$ cat config.mk
export PLATFORM = sky130hd
export DESIGN_NAME = rx_ring_writer
export DESIGN_NICKNAME = d
export VERILOG_FILES = /design/src/rtl/rx_ring_writer.sv
export SDC_FILE = /design/constraint.sdc
export NUM_CORES = 1
export LEC_CHECK = 0
export ABC_AREA = 1
export BUFFER_PORTS_ARGS = -buffer_cell sky130_fd_sc_hd__buf_2
export CAP_MARGIN = 30
export CELL_PAD_IN_SITES_DETAIL_PLACEMENT = 0
export CELL_PAD_IN_SITES_GLOBAL_PLACEMENT = 1
export CORE_ASPECT_RATIO = 0.7
export CORE_MARGIN = 2
export CORE_UTILIZATION = 36
export CTS_CLUSTER_DIAMETER = 200
export DETAILED_ROUTE_END_ITERATION = 10
export PLACE_DENSITY_LB_ADDON = 0.12
export SETUP_SLACK_MARGIN = 0.5
export SYNTH_ARGS = -nofsm -noshare
export SYNTH_HDL_FRONTEND = slang
export SYNTH_SLANG_ARGS = --single-unit
$ cat constraint.sdc
create_clock -name clk -period 2.25 [get_ports clk]
set_input_delay 0.225 -clock clk [delete_from_list [all_inputs] [get_ports clk]]
set_output_delay 0.225 -clock clk [all_outputs]
set_load 0.03 [all_outputs]
$ cat src/rtl/rx_ring_writer.sv
module rx_ring_writer #(
  parameter int AW        = 16,
  parameter int LW        = 11,
  parameter int BUF_MAX   = 1600,
  parameter int MAX_FRAME = 1518,
  parameter int MIN_FRAME = 64
) (
  input  logic          clk,
  input  logic          rst_n,
  input  logic [AW-1:0] ring_base,
  input  logic          ring_load,
  input  logic          in_valid,
  input  logic [7:0]    in_data,
  input  logic          in_last,
  input  logic [2:0]    in_err,
  output logic          in_ready,
  output logic          mem_en,
  output logic          mem_we,
  output logic [AW-1:0] mem_addr,
  output logic [3:0]    mem_be,
  output logic [31:0]   mem_wdata,
  input  logic [31:0]   mem_rdata,
  input  logic [1:0]    int_mask,
  input  logic [1:0]    int_clear,
  output logic [1:0]    int_status,
  output logic          irq
);
  localparam logic [LW-1:0] LIM_MAX = LW'(BUF_MAX);
  localparam logic [LW-1:0] LEN_TOP = {LW{1'b1}};
  localparam int            PADW    = 25 - LW;

  typedef enum logic [2:0] {S_IDLE, S_RD0, S_RD1, S_RD2, S_RD3, S_RECV, S_DROP, S_WB} st_t;

  st_t           st;
  logic [AW-1:0] ptr, base_q, bufa;
  logic          eor;
  logic [LW-1:0] limit, cnt;
  logic [31:0]   wdat;
  logic [3:0]    wbe;
  logic [2:0]    err_q;
  logic          mc_q;
  logic [1:0]    stat;

  logic          wb_now, acc, keep, close_w, owned;
  logic [1:0]    lane;
  logic [31:0]   wd_n;
  logic [3:0]    be_n;
  logic [LW-1:0] cnt_n, size_f;
  logic [31:0]   wb_word;

  assign wb_now   = (st == S_WB);
  assign in_ready = (st == S_RECV) || (st == S_DROP);
  assign acc      = in_valid && in_ready;
  assign lane     = cnt[1:0];
  assign keep     = cnt < limit;
  assign close_w  = keep && (lane == 2'd3 || in_last || cnt == limit - LW'(1));
  assign owned    = mem_rdata[31];
  assign size_f   = mem_rdata[LW-1:0];
  assign cnt_n    = (cnt == LEN_TOP) ? cnt : cnt + LW'(1);
  assign be_n     = wbe | (4'b0001 << lane);
  assign irq      = |(stat & int_mask);
  assign int_status = stat;

  always_comb begin
    wd_n = wdat;
    wd_n[8*lane +: 8] = in_data;
  end

  assign wb_word = {1'b0, err_q[0], err_q[1], (cnt > LW'(MAX_FRAME)), (cnt < LW'(MIN_FRAME)),
                    err_q[2], mc_q, {PADW{1'b0}}, cnt};

  logic unused_rdata;
  assign unused_rdata = ^{mem_rdata[30:LW], mem_rdata[1:0]};

  always_comb begin
    mem_en    = 1'b0;
    mem_we    = 1'b0;
    mem_addr  = ptr;
    mem_be    = 4'h0;
    mem_wdata = 32'h0;
    if (wb_now) begin
      mem_en    = 1'b1;
      mem_we    = 1'b1;
      mem_be    = 4'hF;
      mem_wdata = wb_word;
    end else begin
      case (st)
        S_RD0: mem_en = 1'b1;
        S_RD1: begin mem_en = owned; mem_addr = ptr + AW'(4); end
        S_RD2: begin mem_en = 1'b1;  mem_addr = ptr + AW'(8); end
        S_RECV: begin
          mem_en    = acc && close_w;
          mem_we    = 1'b1;
          mem_addr  = bufa + AW'({cnt[LW-1:2], 2'b00});
          mem_be    = be_n;
          mem_wdata = wd_n;
        end
        default: ;
      endcase
    end
  end

  always_ff @(posedge clk) begin
    if (!rst_n) begin
      st     <= S_IDLE;
      ptr    <= '0;
      base_q <= '0;
      bufa   <= '0;
      eor    <= 1'b0;
      limit  <= '0;
      cnt    <= '0;
      wdat   <= '0;
      wbe    <= '0;
      err_q  <= '0;
      mc_q   <= 1'b0;
      stat   <= '0;
    end else begin
      stat <= (stat & ~int_clear) | {(st == S_RD1) && !owned, wb_now};
      case (st)
        S_IDLE: if (in_valid) st <= S_RD0;
        S_RD0:  st <= S_RD1;
        S_RD1:  st <= owned ? S_RD2 : S_DROP;
        S_RD2: begin
          eor   <= mem_rdata[31];
          limit <= (size_f > LIM_MAX) ? LIM_MAX : size_f;
          st    <= S_RD3;
        end
        S_RD3: begin
          bufa <= {mem_rdata[AW-1:2], 2'b00};
          cnt  <= '0;
          wbe  <= '0;
          st   <= S_RECV;
        end
        S_RECV: if (acc) begin
          cnt <= cnt_n;
          if (cnt == '0) mc_q <= in_data[0];
          if (keep) begin
            wdat <= wd_n;
            wbe  <= close_w ? 4'h0 : be_n;
          end
          if (in_last) begin
            err_q <= in_err;
            st    <= S_WB;
          end
        end
        S_DROP: if (acc && in_last) st <= S_IDLE;
        S_WB: begin
          ptr <= eor ? base_q : ptr + AW'(16);
          st  <= S_IDLE;
        end
        default: st <= S_IDLE;
      endcase
      if (ring_load) begin
        base_q <= {ring_base[AW-1:4], 4'h0};
        ptr    <= {ring_base[AW-1:4], 4'h0};
      end
    end
  end
endmodule


==> metrics, run 1 <==
Pre-antenna DRT Iters=5; Syn Nets=approximately 1100; fin. max-slew vios=0; Seq/Total Area, Yosys=0.320; die width=~170 µm; clock sink count=110; Via density=around 5.4; layout cells sized above 1=0.484; CP Launch Type=flop; Synth cell types=48; GRT Util Overall=0.266; most frequent CP cell=nand3_2; Clock Latency Late Sink=0.37 ns; Slew HR=0.656; main combinational cell family by area after synthesis=compound AO/OA/AOI/OAI gates; sequential share of power=0.245; maximum clock path buffer count=2; final net count=1379; Largest delay share family, worst path=adder cells; dpl ws=-0.0438 ns; initial antenna violation count=0; EDFF count, synth=0; asr flop ratio synth=0; post-synthesis simple-gate area fraction=0.237; DRC=0; P_int=~0.0057 W; Tcrit/Tclk final=1.14; Die Area=0.0203 mm²; Pwr Density=around 850 mW/mm²; Synth-to-Final Area Change=72.2%; # rows=between 40 and 50; CTS H-tree lvls=3; RSZ-0062 raised after global routing=yes; Die Ht=~120 µm; max-cap violations=0; Cell Chain, Critical Path=ha_4, fa_2, nand3_2, nand3_2, nand2_2, o211ai_1, a21boi_1, buf_4, or2_2, nand3_2, o2111ai_4, buf_6; Hold Violations, Final=0; clock period minus worst slack=2.57 ns; status=finished, violations left; Peak VDD IR=a little under 0.0005 V; placed cells=approximately 1400; CP peak stage delay=between 0.3 and 0.4 ns; DR iter-0 viols=between 700 and 800; crit path buf inv count=2; Mapped Avg Cell Area=just under 7 µm²; TritonCTS buffer count=9; crit-path max FO=4; CTS Hold Buffers Added=0; Gate Count Post-Synth=around 1000; clock slew at reported path FFs=~0.080 ns; Sw Pwr=between 0.004 and 0.005 W; sw frac=0.440; register bit total from synthesis=110; io pins=about 130; clk root buf=clkbuf_16; # port buffers=around 110; Max stage delay cell, worst path=fa_2; mux share of post-synthesis cell area=0.00145; Layout Cells excl Fill=1525; Synth Area in Adders=0.0611; Clk pwr share=0.161; YS warnings=0; final worst slack=-0.321 ns; ANT cells=0; initial cell density of the core=0.366; Tightest Hold Check Type=in -> reg; DP Wirelength=about 19 mm; first-pass GRT wire length=approximately 42 mm; crit path DAT=2.35 ns; total grt overflow=0; core area=0.0188 mm²; Vias=a little over 8000; post-route ant nets=0; CP Class=reg -> out; Least-Margin Pin Slew=a little over 0.5 ns; failing checks=setup timing; largest net degree at the start of global routing=35; CP Capture Type=output pin; wire per inst=around 19 µm; routability cong.=0.875; Synth Cell Area=just under 0.007 mm²; CP Data Required Time=2.03 ns; vias in the first global route=7432; Top FF cell, synth=dfxtp_1; drt total wl=about 28 mm; Post-Route Utilization=0.630; FMAX=slightly below 0.4 GHz; setup violators final=49; Post-Synth XOR/XNOR Area=0.0204; TritonCTS clock tree=built; clk_skew=between 0.01 and 0.015 ns; Comb pwr share=0.594; static leakage=4.79 nW; # fillers=approximately 1600; Synth Area in Compound Gates=0.260
==> area by class of cell <==
cell class              instances  area (µm²)  share of cell area
multi-input cells             735        5680               0.480
flip-flops and latches        110        2250               0.190
clock inverters                 6        53.8             0.00454
clock buffers                  10         229              0.0193
inverters                     134         573              0.0484
well taps                     242         303              0.0256
repair buffers                287        2750               0.232
repair inverters                1        6.26            0.000528
==> cell families after synthesis <==
kind of cell               after synthesis
xor gates and xnor gates                16
AOI/OAI and AO/OA                      309
buffers and inverters                  175
and+or+nand+nor                        376
muxes                                    1
adders and majority gates               33
DFF                                    110
==> registers in the layout, indices dropped and copies added, names as in the netlist, 3 cells and up <==
name    flops
base_q     12
bufa       14
cnt        11
err_q       3
limit      11
ptr        16
st          3
wbe         4
wdat       32
==> synth_stat cells (2+ instances only) <==
master	instances	share of area
nand2_1	162	0.088
inv_1	123	0.067
dfxtp_1	110	0.32
o21ai_0	103	0.075
nor2_1	98	0.053
a21oi_1	97	0.071
nand3_1	57	0.041
ha_1	32	0.058
o22ai_1	29	0.026
nor3_1	27	0.020
clkbuf_1	25	0.014
a22oi_1	19	0.021
a211oi_1	14	0.015
a31oi_1	12	0.011
nand4_1	11	0.010
xor2_1	10	0.013
o211ai_1	9	0.0098
a32oi_1	8	0.010
buf_2	8	0.0058
inv_2	8	0.0044
or2_2	7	0.0064
xnor2_1	6	0.0076
nor2_2	4	0.0036
o2111ai_1	4	0.0051
buf_1	3	0.0016
clkinv_1	3	0.0016
nor3b_1	3	0.0033
buf_4	2	0.0022
buf_6	2	0.0033
nand2_2	2	0.0018
nor2_4	2	0.0033
o21ai_1	2	0.0015
o221ai_1	2	0.0025
o31ai_1	2	0.0022
==> power groups by stage <==
stage	Clock, W	Sequential, W	Combinational [W]
2_1_floorplan	0	0.00240	0.00264
3_3_place_gp	0	0.00247	0.00367
3_5_place_dp	0	0.00247	0.00368
4_1_cts	0.00165	0.00245	0.00512
5_1_grt	0.00173	0.00250	0.00638
6_report	0.00162	0.00247	0.00600
==> stage by stage <==
stage	cell area [µm²]	hold WS [ns]	total power, W	TNS, ns
CTS	11000	0.0886	0.00921	-5.07
finish	11800	0.103	0.0101	-6.39
detailed placement	8840	0.459	0.00614	-0.0513
global placement	8840	0.453	0.00613	-0.0554
floorplan	7720	0.360	0.00504	0
global route	11800	0.105	0.0106	-10.32
==> what timing repair did <==
item | CTS | global route
gates resized for setup | 345 | 116
setup endpoints to repair | 110 | 118
gates cloned | 7 | 3
pin swaps | 88 | 68
setup buffers | 54 | 51
==> worst register-to-register path, cell delays in order, from the launching register on <==
cell	delay, ns
dfxtp_2	0.34
buf_6	0.11
buf_6	0.10
buf_6	0.10
buf_8	0.12
ha_4	0.24
nand2_4	0.07
nor2_4	0.05
a211oi_4	0.21
nand3_4	0.15
nor2_4	0.13
buf_6	0.11
buf_8	0.11
buf_6	0.13
clkbuf_16	0.17
o21ai_1	0.06
a21oi_1	0.16
==> routing by layer <==
layer	share of wire	GRT usage	vias up
met5	0	0	-
met4	0.013	0.0662	0
met3	0.072	0.0584	30
met2	0.41	0.358	302
met1	0.50	0.419	3923
li1	-	-	4033
==> placed cells by master (no fill, tap or decap), types with 13 or more instances in the layout <==
cell type  count
nand2_1      142
buf_4        114
inv_1         98
buf_6         90
dfxtp_1       85
a21oi_1       64
nor2_1        54
buf_2         52
o21ai_0       50
nand3_1       37
a21oi_2       34
nor2_4        32
o21ai_1       27
inv_2         22
o21ai_2       20
nor2_2        18
a22oi_2       18
nand2_2       17
nand3_2       17
dfxtp_2       17
ha_4          16
ha_1          15
o22ai_4       13
==> worst paths after layout <==
path / slack [ns] / end / from / cells past startpoint
max: -0.32 / mem_addr[14] / cnt[2] / 12
max reg2reg: -0.16 / wdat[12] / cnt[9] / 16
min reg2reg: 0.47 / base_q[5] / base_q[5] / 2
min: 0.10 / err_q[1] / in_err[1] / 3
Note: power is estimated with default switching activity, not from simulation.
==> inputs of run 2 (changes only) <==
--- a/config.mk
+++ b/config.mk
@@ -17,6 +17,7 @@
 export DETAILED_ROUTE_END_ITERATION = 10
 export PLACE_DENSITY_LB_ADDON = 0.12
 export SETUP_SLACK_MARGIN = 0.5
+export SKIP_CTS_REPAIR_TIMING = 1
 export SYNTH_ARGS = -nofsm -noshare
 export SYNTH_HDL_FRONTEND = slang
 export SYNTH_SLANG_ARGS = --single-unit
==> run 2 against run 1 <==
Net effect:
- the run still ends with setup timing left
- wire length is 6.3% lower
- clock power hardly changed
- first-iteration DRC count is 12% lower
- critical path type unchanged
- largest cell class unchanged
==> metrics, run 2 (same netlist as run 1, synthesis figures left out) <==
dpl ws=-0.0438 ns (unchanged); CP Data Required Time=2.03 ns (about the same); Synth-to-Final Area Change=60.5%; TritonCTS buffer count=9 (unchanged); CP Class=reg -> out; # rows=42 (unchanged); Max stage delay cell, worst path=fa_2; crit path DAT=2.32 ns (-0.03 ns); Clock Latency Late Sink=0.37 ns (about the same); status=finished, violations left; finished layout cell area=0.0110 mm² (-6.8%); total grt overflow=0 (unchanged); clk root buf=clkbuf_16; DRC=0 (unchanged); busiest grt layer=met1; fin. max-slew vios=0 (unchanged); clock sink count=110 (unchanged); first-pass GRT wire length=37.8 mm (-9.6%); Largest delay share family, worst path=adder cells; io pins=126 (unchanged); CP Launch Type=flop; clk_skew=0.00970 ns (-0.000546 ns); setup violators final=16 (-67%); Cell Chain, Critical Path=ha_4, fa_2, nand3_2, nand3_2, nand2_2, o211ai_1, a21boi_1, buf_4, o21ai_1, nand3_2, o2111ai_4, buf_6; static leakage=4.46 nW (-6.7%); vias in the first global route=6691 (-10%); worst hold start=in_err[1]; initial antenna violation count=0 (unchanged); max-cap violations=0 (unchanged); CTS H-tree lvls=3 (unchanged); Hold Violations, Final=0 (unchanged); clock slew at reported path FFs=0.08 ns (about the same); worst reg2reg path startpoint=cnt[2]; Peak VDD IR=0.000411 V (-16%); failing checks=setup timing; Least-Margin Pin Slew=0.618 ns (+0.103 ns); wire per inst=17.9 µm (-3.2%); Tcrit/Tclk final=1.13 (-0.0102); crit path buf inv count=2 (unchanged); Placed Instance Area=0.00884 mm² (unchanged); core area=0.0188 mm² (unchanged); GRT met3 Usage=0.0482 (-0.0102); largest registers=wdat x32, ptr x16, bufa x14; ANT cells=0 (unchanged); FMAX=0.392 GHz (+0.90%); max FFs per register=32 (unchanged); Vias=7923 (-4.4%); clock period minus worst slack=2.55 ns (-0.0229 ns); largest net degree at the start of global routing=65 (+86%); maximum clock path buffer count=2 (unchanged); DR iter-0 viols=696 (-12%); GRT Util Overall=0.239 (-0.0263); DP Wirelength=18.7 mm (unchanged); GR Util met2=0.305 (-0.0531); CP Launch Point=bufa[2]; Die Area=0.0203 mm² (unchanged); Layout Cells excl Fill=1477 (-3.1%); final worst slack=-0.298 ns (+0.0229 ns); commonest non-fill, non-tap cell in the layout=nand2_1; routability cong.=0.875 (unchanged); Die Ht=120 µm (unchanged); layout cells sized above 1=0.429 (-0.0549); met1 Use GR=0.399 (-0.0199); initial cell density of the core=0.366 (unchanged); RSZ-0062 raised after global routing=yes; die width=169 µm (unchanged); CP Capture Type=output pin; commonest cells after routing, fill and taps aside=149 x nand2_1, 99 x inv_1, 90 x buf_4; CP peak stage delay=0.35 ns (about the same); Setup TNS=-2.36 ns (+4.03 ns); Via density=5.36 (-1.3%); placed cells=1394 (unchanged); TritonCTS clock tree=built; largest register by flop count=wdat; # port buffers=106 (unchanged); Pre-antenna DRT Iters=5 (unchanged); most frequent CP cell=nand3_2; post-route ant nets=0 (unchanged); drt total wl=26.5 mm (-6.3%); Slew HR=0.588 (-0.0678); final net count=1331 (-3.5%); crit-path max FO=4 (unchanged); Pwr Density=871 mW/mm² (+2.3%); Tightest Hold Check Type=in -> reg
## run 2: power breakdown
part | leakage, nW | internal, W | switching (W) | total [W]
Clock | 0.137 | 0.000775 | 0.000841 | 0.00162
Combinational | 3.42 | 0.00238 | 0.00315 | 0.00553
Sequential | 0.908 | 0.00222 | 0.000266 | 0.00248
## run 2: final timing paths
path,endpoint,slack [ns],cells after the start
max reg2reg,wbe[2],0.03,12
min reg2reg,base_q[9],0.47,2
max,mem_addr[14],-0.30,12
min,err_q[1],0.11,3
## run 2: worst register-to-register path, delay by kind of cell, from the launching register on
family | cells | cell delay [ns]
AND/OR/NAND/NOR | 2 | 0.28
flip-flops | 1 | 0.34
adder cells (fa/ha/maj) | 1 | 0.30
buffers and inverters | 5 | 0.70
AO/OA/AOI/OAI | 4 | 0.52
## run 2: area by class of cell
type	instances	area (µm²)
clock inverters	6	53.8
clock buffers	10	229
well taps	242	303
repair inverters	1	7.51
repair buffers	239	2180
flip-flops and latches	110	2250
inverters	134	571
multi-input cells	735	5450
fillers	1735	7770
## run 2: routing by layer
| layer | vias up | share of wire | wire length, µm |
|---|---|---|---|
| li1 | 3943 | - | - |
| met1 | 3695 | 0.52 | 13900 |
| met2 | 269 | 0.39 | 10400 |
| met3 | 16 | 0.073 | 1930 |
| met4 | 0 | 0.0092 | 245 |
| met5 | - | 0 | 0 |
## run 2: metrics by stage
step                utilization  hold slack, ns  total power (W)
detailed placement        0.470           0.459          0.00614
floorplan                     -           0.360          0.00504
CTS                       0.485          0.0886          0.00776
finish                    0.587           0.108          0.00962
global placement          0.470           0.453          0.00613
global route              0.587           0.108           0.0102
